==> config.mk <==
export PLATFORM = sky130hd
export DESIGN_NAME = watch_buzz_timer
export DESIGN_NICKNAME = d
export VERILOG_FILES = /design/src/rtl/wt_pkg.sv /design/src/rtl/wt_prescaler.sv /design/src/rtl/wt_irq_flag.sv /design/src/rtl/wt_buzzer.sv /design/src/rtl/watch_buzz_timer.sv
export SDC_FILE = /design/constraint.sdc
export NUM_CORES = 1
export LEC_CHECK = 0
export BUFFER_PORTS_ARGS = -buffer_cell sky130_fd_sc_hd__buf_4
export CORE_MARGIN = 2
export CORE_UTILIZATION = 55
export CTS_CLUSTER_DIAMETER = 80
export DETAILED_ROUTE_END_ITERATION = 8
export PLACE_DENSITY = 0.85
export SLEW_MARGIN = 30
export SYNTH_ARGS = -nofsm -noshare
export SYNTH_HDL_FRONTEND = slang
export SYNTH_SLANG_ARGS = --single-unit
export TNS_END_PERCENT = 5
==> constraint.sdc <==
create_clock -name clk -period 1.8 [get_ports clk]
set_input_delay 0.36 -clock clk [delete_from_list [all_inputs] [get_ports clk]]
set_output_delay 0.36 -clock clk [all_outputs]
set_load 0.01 [all_outputs]
==> src/rtl/wt_pkg.sv <==
package wt_pkg;
  localparam int WT_CNT_W   = 14;  // prescaler width: full wrap = 0.5 s at 32768 Hz
  localparam int WT_FAST_W  = 7;   // fast interval: 128 ticks
  localparam int WT_LCD_TAP = 5;   // divide by 64
  localparam int WT_BZ_TOP  = 3;   // slowest buzzer tap (divide by 16)
  localparam int WT_SEL_W   = 2;

  typedef enum logic [WT_SEL_W-1:0] {
    BZ_2K  = 2'd0,
    BZ_4K  = 2'd1,
    BZ_8K  = 2'd2,
    BZ_16K = 2'd3
  } bz_rate_e;
endpackage

==> src/rtl/wt_prescaler.sv <==
module wt_prescaler #(
  parameter int CNT_W  = 14,
  parameter int FAST_W = 7
) (
  input  logic             clk,
  input  logic             rst_n,
  input  logic             tick_en,
  input  logic             clr,
  output logic [CNT_W-1:0] cnt_q,
  output logic [CNT_W-1:0] cnt_d,
  output logic             wrap_full,
  output logic             wrap_fast
);
  logic adv;

  assign adv = tick_en & ~clr;

  always_comb begin
    cnt_d = cnt_q;
    if (clr)          cnt_d = '0;
    else if (tick_en) cnt_d = cnt_q + 1'b1;
  end

  assign wrap_full = adv & (&cnt_q);
  assign wrap_fast = adv & (&cnt_q[FAST_W-1:0]);

  always_ff @(posedge clk or negedge rst_n) begin
    if (!rst_n) cnt_q <= '0;
    else        cnt_q <= cnt_d;
  end
endmodule

==> src/rtl/wt_irq_flag.sv <==
module wt_irq_flag (
  input  logic clk,
  input  logic rst_n,
  input  logic set_evt,
  input  logic ack,
  input  logic clr,
  output logic flag_q
);
  logic flag_d;

  // clear dominates; a new event beats a simultaneous acknowledge
  always_comb begin
    flag_d = flag_q;
    if (clr)          flag_d = 1'b0;
    else if (set_evt) flag_d = 1'b1;
    else if (ack)     flag_d = 1'b0;
  end

  always_ff @(posedge clk or negedge rst_n) begin
    if (!rst_n) flag_q <= 1'b0;
    else        flag_q <= flag_d;
  end
endmodule

==> src/rtl/wt_buzzer.sv <==
module wt_buzzer #(
  parameter int CNT_W   = 14,
  parameter int SEL_W   = 2,
  parameter int TOP_TAP = 3
) (
  input  logic             clk,
  input  logic             rst_n,
  input  logic [CNT_W-1:0] cnt_q,
  input  logic [CNT_W-1:0] cnt_d,
  input  logic [SEL_W-1:0] sel,
  input  logic             en,
  input  logic             clr,
  output logic             bz_out
);
  localparam int TAP_W = $clog2(CNT_W);

  logic [SEL_W-1:0] act_q, act_d;
  logic [TAP_W-1:0] new_tap, act_tap;
  logic             new_rise;

  function automatic logic [TAP_W-1:0] tap_of(input logic [SEL_W-1:0] s);
    tap_of = TAP_W'(TOP_TAP) - TAP_W'(s);
  endfunction

  assign new_tap  = tap_of(sel);
  assign act_tap  = tap_of(act_q);
  assign new_rise = ~cnt_q[new_tap] & cnt_d[new_tap];

  // switch only when the requested tap itself rises, so no runt pulse
  always_comb begin
    act_d = act_q;
    if (clr || new_rise) act_d = sel;
  end

  always_ff @(posedge clk or negedge rst_n) begin
    if (!rst_n) act_q <= '0;
    else        act_q <= act_d;
  end

  assign bz_out = en & cnt_q[act_tap];
endmodule

==> src/rtl/watch_buzz_timer.sv <==
module watch_buzz_timer
  import wt_pkg::*;
#(
  parameter int CNT_W   = WT_CNT_W,
  parameter int FAST_W  = WT_FAST_W,
  parameter int LCD_TAP = WT_LCD_TAP,
  parameter int BZ_TOP  = WT_BZ_TOP,
  parameter int SEL_W   = WT_SEL_W
) (
  input  logic             clk,
  input  logic             rst_n,
  input  logic             tick_en,
  input  logic             clr,
  input  logic             ivl_sel,
  input  logic             flag_ack,
  input  logic             bz_en,
  input  logic [SEL_W-1:0] bz_sel,
  output logic             irq_flag,
  output logic             bz_out,
  output logic             lcd_clk
);
  logic [CNT_W-1:0] cnt_q, cnt_d;
  logic             wrap_full, wrap_fast, ivl_evt;

  wt_prescaler #(.CNT_W(CNT_W), .FAST_W(FAST_W)) u_pre (
    .clk(clk), .rst_n(rst_n), .tick_en(tick_en), .clr(clr),
    .cnt_q(cnt_q), .cnt_d(cnt_d), .wrap_full(wrap_full), .wrap_fast(wrap_fast)
  );

  assign ivl_evt = ivl_sel ? wrap_fast : wrap_full;

  wt_irq_flag u_flag (
    .clk(clk), .rst_n(rst_n), .set_evt(ivl_evt), .ack(flag_ack),
    .clr(clr), .flag_q(irq_flag)
  );

  wt_buzzer #(.CNT_W(CNT_W), .SEL_W(SEL_W), .TOP_TAP(BZ_TOP)) u_bz (
    .clk(clk), .rst_n(rst_n), .cnt_q(cnt_q), .cnt_d(cnt_d), .sel(bz_sel),
    .en(bz_en), .clr(clr), .bz_out(bz_out)
  );

  assign lcd_clk = cnt_q[LCD_TAP];
endmodule

==> metrics.csv, run 1 <==
stage,metric,value,unit
clock_tree,cts_buffers,3,
clock_tree,clock_sinks,17,
run_status,status,"finished, violations left",
final_layout,n_antenna_cell,0,
clock_tree,clockBufferDepth,2,
worst_setup_path,cp.required,1440,ps
die,core-area,0.00154,mm^2
clock_tree,root_buffer,clkbuf_4,
placed_design,dp_hpwl,1230,um
synth,yosys.area_share.adder,1.35,%
final_layout,nFillCells,119,
synth,ys_ff_latch,17,
sta,finalSetupViolCount,1,
synth,synth_top_cells_by_area,"dfrtp_1 (46%), nor2_1 (5.3%), xor2_1 (4.7%)",
die,die_height,45.0,um
grt,grt_pass1_vias,725,
clock_tree,htree_levels,1,
synth,syn_nets,100,
run_status,violations,setup timing,
sta,slew_headroom,77.4,%
sta,fin_ws,-27.1,ps
grt,grt_start_max_net_pins,21,
sta,fmaxAchievable,547,MHz
synth,synth_xor_area_share,8.51,%
final_layout,areaGrowthSynthToFinish,14.3,%
worst_setup_path,cp_max_fo,2,
synth,ys.flop_type,dfrtp_1,
worst_setup_path,slowest_delay,520,ps
synth,synth_top_cell_by_area,dfrtp_1,
route,first_iter_violations,5,
worst_setup_path,crit_type,reg -> out,
synth,async_reset_ff_share,100,%
synth,syn_area,926,um^2
sta,whs,326,ps
worst_setup_path,cp.buffers_inverters,1,
grt,antenna_found_initial,0,
sta,rsz0062_at_grt,true,
synth,synth_commonest_cells,"dfrtp_1 (17), nor2_1 (13), nand2_1 (5), xor2_1 (5)",
route,wirelength,1800,um
die,dieWidth,45.0,um
synth,ys_types,33,
synth,synth_edf_count,0,
synth,yosysWarnings,0,
sta,hold_viol,0,
power_and_ir_drop,p_per_area,640,mW/mm^2
route,drc,0,
sta,fin_crit_sh,102,%
final_layout,nets,116,
synth,synth_top_area_share,45.9,%
grt,grt_overflow,0,
synth,synth_top_family_by_area,simple AND/OR/NAND/NOR gates,
worst_setup_path,crit_path_start_kind,register,
sta,drv_slew,0,
route,routedWlPerCell,14.9,um
hold_path,hold_class,in -> reg,
synth,yosys.area_share.simple,24.9,%
flow_run,timing.max_cap.violations,0,
synth,ys_seq_area_share,45.9,%
worst_setup_path,crit_family,multiplexers,
route,firstDrtPassIters,4,
die,pin_count,12,
worst_setup_path,crit_arrival,1470,ps
final_layout,drive_gt1_share,22.9,%
route,detail-route-antenna-nets,0,
clock_tree,clkTransAtPathRegs,100,ps
sta,worstMarginPinSlew,335,ps
sta,fin_crit,1830,ps
placed_design,gp_congestion,0.842,
synth,synthCells,90,
clock_tree,cts_tree,done,
route,num_vias,693,
clock_tree,clkLatencyLatePin,280,ps
route,avgViaCountPerCell,5.73,
die,rows,14,
synth,synth_area_per_cell,10.3,um^2
synth,synth_mux_area_share,5.95,%
worst_setup_path,crit_path_end_kind,output pin,
grt,gr-usage-all-layers,20.6,%
synth,synth_compound_area_share,7.43,%
worst_setup_path,cp_cell_sequence,mux4_2 > and2_4 > buf_6,
placed_design,io_buffers,11,
die,die-area,0.00203,mm^2
power_and_ir_drop,fin_total_pwr,0.678,mW
grt,grt_pass1_wl,2990,um
worst_setup_path,cp_slowest_cell,mux4_2,
power_and_ir_drop,peakVddDrop,0.448,mV
sta,finClkSkew,2.82,ps
power_and_ir_drop,power_leakage,0.473,nW
synth,yosysMostFrequentCell,dfrtp_1,
die,initial_core_util,60.1,%
## timing repair
item / CTS / global route
endpoints found under the setup margin: 1 / 2
pin swaps: 1 / 0
buffers inserted: 2 / 1
hold endpoints to repair: 17 / 0
gates resized for setup: 2 / 1
hold buffers: 1 / 0
## area by class of cell
class	instances	area, um^2	share of cell area [%]
flip-flops and latches	17	425	40.2
multi-input cells	66	453	42.8
clock buffers	4	26.3	2.48
repair buffers	16	126	11.9
well taps	16	20.0	1.89
inverters	2	7.51	0.709
## worst min-delay path, cell delays in order
cell	delay (ps)
buf_4	80
nor2_1	30
nand2_1	50
o41ai_1	50
## report_power, final
part           internal (mW)  switching (mW)  leakage (nW)
registers              0.392         0.00924         0.232
logic                 0.0423          0.0388         0.226
clock network         0.0858           0.110        0.0150
## registers in the layout, summed over array words and instances (netlist names)
register / cells
u_bz.act_q: 2
u_flag.flag_q: 1
u_pre.cnt_q: 14
## per-stage QoR
stage / setup WS (ps) / TNS, ps / cells / cell area (um^2) / utilization [%]
global route: -68.7 / -91.9 / 121 / 1060 / 68.7
finish: -27.1 / -27.1 / 121 / 1060 / 68.7
global placement: 166 / 0 / 113 / 988 / 64.1
detailed placement: 87.3 / 0 / 113 / 988 / 64.1
floorplan: 200 / 0 / 90 / 926 / -
CTS: -10.6 / -10.6 / 120 / 1050 / 67.9
## logic make-up (layout without fill, tap and decap cells)
group / Yosys count / count (layout)
and+or+nand+nor: 41 / 41
buffers and inverters: 7 / 22
adders and majority gates: 1 / 1
AOI/OAI and AO/OA: 11 / 11
muxes: 4 / 4
xor gates and xnor gates: 9 / 9
DFF: 17 / 17
## worst paths after layout
kind                                    to  slack (ps)      startpoint  cells after the start
max                                 bz_out         -30   u_bz.act_q[1]                      3
min                          u_flag.flag_q         330        flag_ack                      4
max reg2reg                  u_bz.act_q[0]          50  u_pre.cnt_q[0]                      6
min reg2reg                  u_flag.flag_q         480   u_flag.flag_q                      2
max in group asynchronous   u_pre.cnt_q[2]        1140           rst_n                      2
min in group asynchronous  u_pre.cnt_q[10]         470           rst_n                      2
## layout by cell type (no fill, tap or decap), types with 2 or more instances in the layout
cell,instances
dfrtp_1,17
buf_4,14
nor2_1,13
nand2_1,5
xor2_1,5
xnor2_1,4
nand4_1,4
nand3_1,3
o21ai_0,3
or3_1,3
a21oi_1,3
clkbuf_4,3
and4_1,2
nor3_1,2
nor4_1,2
nand4b_1,2
inv_1,2
mux2_2,2
## routing by layer
layer / wire length [um] / up-vias / track usage [%]
met2: 937 / 11 / 34.3
met5: 0 / - / 0
li1: - / 352 / -
met4: 24 / 0 / 9.41
met1: 800 / 326 / 26.0
met3: 41 / 4 / 3.60
Note: power is estimated with default switching activity, not from simulation.
==> inputs of run 2 (changes only) <==
--- a/config.mk
+++ b/config.mk
@@ -11,6 +11,7 @@
 export CTS_CLUSTER_DIAMETER = 80
 export DETAILED_ROUTE_END_ITERATION = 8
 export PLACE_DENSITY = 0.85
+export SETUP_SLACK_MARGIN = 0.05
 export SLEW_MARGIN = 30
 export SYNTH_ARGS = -nofsm -noshare
 export SYNTH_HDL_FRONTEND = slang
==> metrics.csv, run 2 (synthesis gave the netlist of run 1 again) <==
stage,metric,value,unit,change
run_status,status,"finished, violations left",,unchanged
run_status,violations,setup timing,,unchanged
clock_tree,clkLatencyLatePin,280,ps,about the same
final_layout,largestRegisters,"u_pre.cnt_q (14), u_bz.act_q (2), u_flag.flag_q (1)",,unchanged
worst_setup_path,r2r_start,u_pre.cnt_q[0],,unchanged
route,drc,0,,unchanged
final_layout,largest_register_ffs,14,,unchanged
hold_path,hold_class,in -> reg,,unchanged
die,die_height,45.0,um,unchanged
grt,grt_start_max_net_pins,21,,unchanged
power_and_ir_drop,peakVddDrop,0.451,mV,was 0.448 mV
route,routedWlPerCell,15.2,um,was 14.9 um
sta,drv_slew,0,,unchanged
grt,grt_pass1_vias,724,,was 725
final_layout,postLayoutCellArea,0.00107,mm^2,was 0.00106 mm^2
sta,finClkSkew,3.96,ps,was 2.82 ps
worst_setup_path,crit_end,bz_out,,unchanged
grt,gr-usage-all-layers,20.9,%,was 20.6%
power_and_ir_drop,p_per_area,633,mW/mm^2,was 640 mW/mm^2
route,wirelength,1840,um,was 1800 um
power_and_ir_drop,power_leakage,0.475,nW,was 0.473 nW
sta,fin_ws,-19.7,ps,was -27.1 ps
clock_tree,htree_levels,1,,unchanged
sta,fin_crit_sh,101,%,was 102%
route,num_vias,696,,was 693
clock_tree,clockBufferDepth,2,,unchanged
final_layout,areaGrowthSynthToFinish,15.8,%,was 14.3%
route,firstDrtPassIters,4,,unchanged
worst_setup_path,crit_type,reg -> out,,unchanged
worst_setup_path,r2r_end,u_bz.act_q[0],,unchanged
worst_setup_path,startpoint,u_bz.act_q[1],,unchanged
clock_tree,cts_buffers,3,,unchanged
clock_tree,root_buffer,clkbuf_4,,unchanged
route,first_iter_violations,9,,was 5
placed_design,dp_slack,87.3,ps,unchanged
worst_setup_path,crit_arrival,1460,ps,was 1470 ps
placed_design,io_buffers,11,,unchanged
final_layout,drive_gt1_share,25.7,%,was 22.9%
grt,antenna_found_initial,0,,unchanged
grt,grt_use_met1,27.1,%,was 26.0%
placed_design,dp_cells,113,,unchanged
route,detail-route-antenna-nets,0,,unchanged
grt,grt.busiest_layer,met2,,unchanged
placed_design,placed_cell_area,988,um^2,unchanged
route,avgViaCountPerCell,5.75,,was 5.73
grt,grt.met2_usage,34.6,%,was 34.3%
worst_setup_path,r2r_slack,40,ps,was 50 ps
final_layout,n_antenna_cell,0,,unchanged
die,rows,14,,unchanged
clock_tree,clkTransAtPathRegs,100,ps,about the same
sta,fin_crit,1820,ps,was 1830 ps
grt,grtUsageMet3,3.60,%,unchanged
sta,finalSetupViolCount,1,,unchanged
sta,worstMarginPinSlew,358,ps,was 335 ps
worst_setup_path,cp_max_fo,2,,unchanged
die,initial_core_util,60.1,%,unchanged
die,pin_count,12,,unchanged
final_layout,mostFrequentLayoutCell,dfrtp_1,,unchanged
die,core-area,0.00154,mm^2,unchanged
die,die-area,0.00203,mm^2,unchanged
flow_run,timing.max_cap.violations,0,,unchanged
worst_setup_path,reg2reg_depth,6,,unchanged
placed_design,dp_hpwl,1230,um,unchanged
final_layout,fin_cells,121,,unchanged
clock_tree,cts_tree,done,,unchanged
worst_setup_path,cp.required,1440,ps,about the same
final_layout,nets,116,,unchanged
final_layout,most-common-layout-cells,"dfrtp_1 (17), buf_4 (14), nor2_1 (13)",,unchanged
final_layout,nFillCells,114,,was 119
placed_design,gp_congestion,0.842,,unchanged
sta,fmaxAchievable,550,MHz,was 547 MHz
final_layout,largest-register,u_pre.cnt_q,,unchanged
sta,slew_headroom,75.9,%,was 77.4%
hold_path,hold_start,flag_ack,,unchanged
worst_setup_path,crit_path_start_kind,register,,unchanged
grt,grt_pass1_wl,3040,um,was 2990 um
clock_tree,clock_sinks,17,,unchanged
sta,hold_viol,0,,unchanged
grt,grt_overflow,0,,unchanged
worst_setup_path,crit_path_end_kind,output pin,,unchanged
sta,rsz0062_at_grt,true,,unchanged
die,dieWidth,45.0,um,unchanged
## run 2: cell types whose count changed in the layout (fill, tap and decap cells not counted)
cell	before	now
or3_1	3	2
nor3_2	0	1
or3_4	0	1
a21oi_2	0	1
nor3_1	2	1
a21oi_1	3	2
## run 2: report_power, final
| part | switching [mW] | internal [mW] | total, mW |
|---|---|---|---|
| clock network | 0.111 | 0.0858 | 0.197 |
| logic | 0.0389 | 0.0423 | 0.0813 |
| registers | 0.00930 | 0.392 | 0.401 |
| total | 0.159 | 0.520 | 0.679 |
## run 2: worst min-delay path by stage
| stage | endpoint | slack [ps] | cells past startpoint |
|---|---|---|---|
| after global placement | u_pre.cnt_q[12] | 230 | 1 |
| after floorplan | u_bz.act_q[0] | 60 | 0 |
| final | u_flag.flag_q | 330 | 4 |
| after detailed placement | u_pre.cnt_q[12] | 230 | 1 |
| after CTS | u_flag.flag_q | 320 | 4 |
| after global routing | u_bz.act_q[1] | 340 | 2 |
## run 2: critical path: stages (launching register included)
cell and delay (ps):
dfrtp_1 400, mux4_2 520, and2_4 150, buf_6 110
## run 2: stage by stage
step	utilization [%]	hold slack [ps]	TNS, ps	power [mW]
after floorplan	-	64.4	0	0.448
after global placement	64.1	232	0	0.472
after detailed placement	64.1	234	0	0.476
after CTS	68.2	318	-10.6	0.685
after global routing	69.6	339	-86.5	0.712
final	69.6	328	-19.7	0.679
## run 2: cell type report
| class | count | area [um^2] | share of cell area (%) |
|---|---|---|---|
| clock buffers | 4 | 26.3 | 2.45 |
| inverters | 2 | 7.51 | 0.700 |
| multi-input cells | 66 | 467 | 43.5 |
| flip-flops and latches | 17 | 425 | 39.7 |
| well taps | 16 | 20.0 | 1.87 |
| repair buffers | 16 | 126 | 11.8 |
## run 2: timing repair
action / 4_1_cts / 5_1_grt
gates resized for setup: 3 / 3
pin swaps: 1 / 2
setup buffers: 2 / 1
endpoints found under the setup margin: 1 / 5
hold buffers: 1 / 0
cloned: 0 / 0
endpoints found under the hold margin: 17 / 0
## run 2: per-layer routing
metal	wire [um]	share of wire (%)
met1	795	43
met2	971	53
met3	57	3.1
met4	14	0.76
met5	0	0
==> inputs of run 3 (changes only) <==
--- a/config.mk
+++ b/config.mk
@@ -12,7 +12,6 @@
 export DETAILED_ROUTE_END_ITERATION = 8
 export PLACE_DENSITY = 0.85
 export SETUP_SLACK_MARGIN = 0.05
-export SLEW_MARGIN = 30
 export SYNTH_ARGS = -nofsm -noshare
 export SYNTH_HDL_FRONTEND = slang
 export SYNTH_SLANG_ARGS = --single-unit
==> constraint.sdc (replaced) <==
create_clock -name clk -period 1.8 [get_ports clk]
set_input_delay 0.18 -clock clk [delete_from_list [all_inputs] [get_ports clk]]
set_output_delay 0.18 -clock clk [all_outputs]
set_load 0.01 [all_outputs]
==> metrics.csv, run 3 (synthesis gave the netlist of run 1 again) <==
stage,metric,value,unit,change
sta,worstMarginPinSlew,362,ps,was 358 ps
grt,antenna_found_initial,0,,unchanged
worst_setup_path,cp_slowest_cell,mux4_2,,unchanged
worst_setup_path,cp_cell_sequence,mux4_2 > and2_1 > buf_4,,was mux4_2 > and2_4 > buf_6
sta,finalSetupViolCount,0,,was 1
power_and_ir_drop,peakVddDrop,0.614,mV,was 0.451 mV
sta,drv_slew,0,,unchanged
clock_tree,clock_sinks,17,,unchanged
clock_tree,post-cts-setup-buffer-count,0,,was 2
worst_setup_path,crit_arrival,1490,ps,was 1460 ps
route,firstDrtPassIters,4,,unchanged
die,die-area,0.00203,mm^2,unchanged
route,routedWlPerCell,14.1,um,was 15.2 um
final_layout,drive_gt1_share,19.6,%,was 25.7%
clock_tree,clockBufferDepth,2,,unchanged
power_and_ir_drop,p_per_area,653,mW/mm^2,was 633 mW/mm^2
sta,finClkSkew,8.81,ps,was 3.96 ps
placed_design,gp_congestion,0.864,,was 0.842
sta,fmaxAchievable,597,MHz,was 550 MHz
die,core-area,0.00154,mm^2,unchanged
final_layout,postLayoutCellArea,0.00103,mm^2,was 0.00107 mm^2
route,wirelength,1660,um,was 1840 um
clock_tree,clkTransAtPathRegs,90,ps,was 100 ps
placed_design,placed_cell_area,988,um^2,unchanged
sta,rsz0062_at_grt,true,,unchanged
final_layout,nFillCells,127,,was 114
flow_run,timing.max_cap.violations,0,,unchanged
worst_setup_path,r2r_start,u_pre.cnt_q[0],,unchanged
clock_tree,cts_tree,done,,unchanged
final_layout,largestRegisters,"u_pre.cnt_q (14), u_bz.act_q (2), u_flag.flag_q (1)",,unchanged
sta,fin_crit,1670,ps,was 1820 ps
sta,fin_setup_tns,0,ps,was -19.7 ps
sta,fin_crit_sh,93.0,%,was 101%
worst_setup_path,cp.required,1620,ps,was 1440 ps
placed_design,dp_slack,93.8,ps,was 87.3 ps
grt,gr-usage-all-layers,20.3,%,was 20.9%
worst_setup_path,crit_path_start_kind,register,,unchanged
grt,grt_start_max_net_pins,21,,unchanged
route,detail-route-antenna-nets,0,,unchanged
clock_tree,htree_levels,1,,unchanged
hold_path,hold_start,flag_ack,,unchanged
final_layout,seqCellArea,425,um^2,unchanged
hold_path,hold_class,in -> reg,,unchanged
sta,hold_viol,0,,unchanged
sta,fin_ws,126,ps,was -19.7 ps
sta,slew_headroom,75.8,%,was 75.9%
worst_setup_path,cp_max_fo,5,,was 2
grt,grt_pass1_vias,678,,was 724
worst_setup_path,startpoint,u_pre.cnt_q[0],,was u_bz.act_q[1]
final_layout,areaGrowthSynthToFinish,11.2,%,was 15.8%
route,num_vias,692,,was 696
worst_setup_path,cp.buffers_inverters,1,,unchanged
final_layout,largest-register,u_pre.cnt_q,,unchanged
placed_design,io_buffers,11,,unchanged
clock_tree,cts_buffers,3,,unchanged
die,initial_core_util,60.1,%,unchanged
die,dieWidth,45.0,um,unchanged
placed_design,dp_hpwl,1180,um,was 1230 um
final_layout,n_antenna_cell,0,,unchanged
final_layout,largest_register_ffs,14,,unchanged
clock_tree,clkLatencyLatePin,290,ps,was 280 ps
route,avgViaCountPerCell,5.86,,was 5.75
die,rows,14,,unchanged
run_status,status,"finished, final reports clean",,"was finished, violations left"
grt,grt_overflow,0,,unchanged
worst_setup_path,crit_family,multiplexers,,unchanged
worst_setup_path,crit_path_end_kind,output pin,,unchanged
die,pin_count,12,,unchanged
final_layout,nets,113,,was 116
final_layout,mostFrequentLayoutCell,dfrtp_1,,unchanged
worst_setup_path,crit_type,reg -> out,,unchanged
power_and_ir_drop,power_leakage,0.455,nW,was 0.475 nW
worst_setup_path,slowest_delay,470,ps,was 520 ps
clock_tree,root_buffer,clkbuf_4,,unchanged
grt,grt_pass1_wl,2850,um,was 3040 um
final_layout,most-common-layout-cells,"dfrtp_1 (17), nor2_1 (13), buf_4 (12)",,"was dfrtp_1 (17), buf_4 (14), nor2_1 (13)"
route,first_iter_violations,15,,was 9
final_layout,multi_input_area,450,um^2,was 467 um^2
route,drc,0,,unchanged
die,die_height,45.0,um,unchanged
[run 3: cell types whose count changed in the layout (fill, tap and decap cells not counted), sizes merged]
| cell | previous run | this run |
|---|---|---|
| buf | 15 | 12 |
[run 3: timing repair]
item | CTS | global route
hold buffers | 1 | 0
endpoints found under the hold margin | 17 | 0
gates resized for setup | 0 | 1
endpoints found under the setup margin | 0 | 4
[run 3: metrics by stage]
| stage | std cells | power, mW | util [%] | hold WS (ps) |
|---|---|---|---|---|
| 2_1_floorplan | 90 | 0.448 | - | -116 |
| 3_3_place_gp | 113 | 0.473 | 64.1 | 51.1 |
| 3_5_place_dp | 113 | 0.476 | 64.1 | 54.2 |
| 4_1_cts | 118 | 0.679 | 66.5 | 127 |
| 5_1_grt | 118 | 0.705 | 66.8 | 149 |
| 6_report | 118 | 0.672 | 66.8 | 137 |
[run 3: area by class of cell]
class	count	share of cell area, %
clock buffers	4	2.55
inverters	2	0.729
multi-input cells	66	43.7
flip-flops and latches	17	41.3
well taps	16	1.94
repair buffers	13	9.72
[run 3: final timing paths]
path                       cells past startpoint  slack (ps)              end
max                                            3         130           bz_out
min in group asynchronous                      2         280  u_pre.cnt_q[12]
min reg2reg                                    2         480    u_flag.flag_q
max reg2reg                                    5         150    u_bz.act_q[0]
max in group asynchronous                      2        1330   u_pre.cnt_q[5]
min                                            4         140    u_flag.flag_q
[run 3: worst min-delay path, delay by kind of cell]
family                 cells  cell delay [ps]
buffers and inverters      1               80
AND/OR/NAND/NOR            2               80
AO/OA/AOI/OAI              1               50
[run 3: where the power goes]
group	total, mW	switching, mW	internal, mW
clock network	0.202	0.116	0.0863
logic	0.0690	0.0339	0.0351
registers	0.401	0.00960	0.392
[run 3: layer usage]
layer / routed length, um / track usage (%) / share of wire, %
met5: 0 / 0 / 0
met4: 25 / 7.06 / 1.5
met3: 60 / 8.40 / 3.6
met2: 791 / 31.4 / 48
met1: 781 / 25.5 / 47
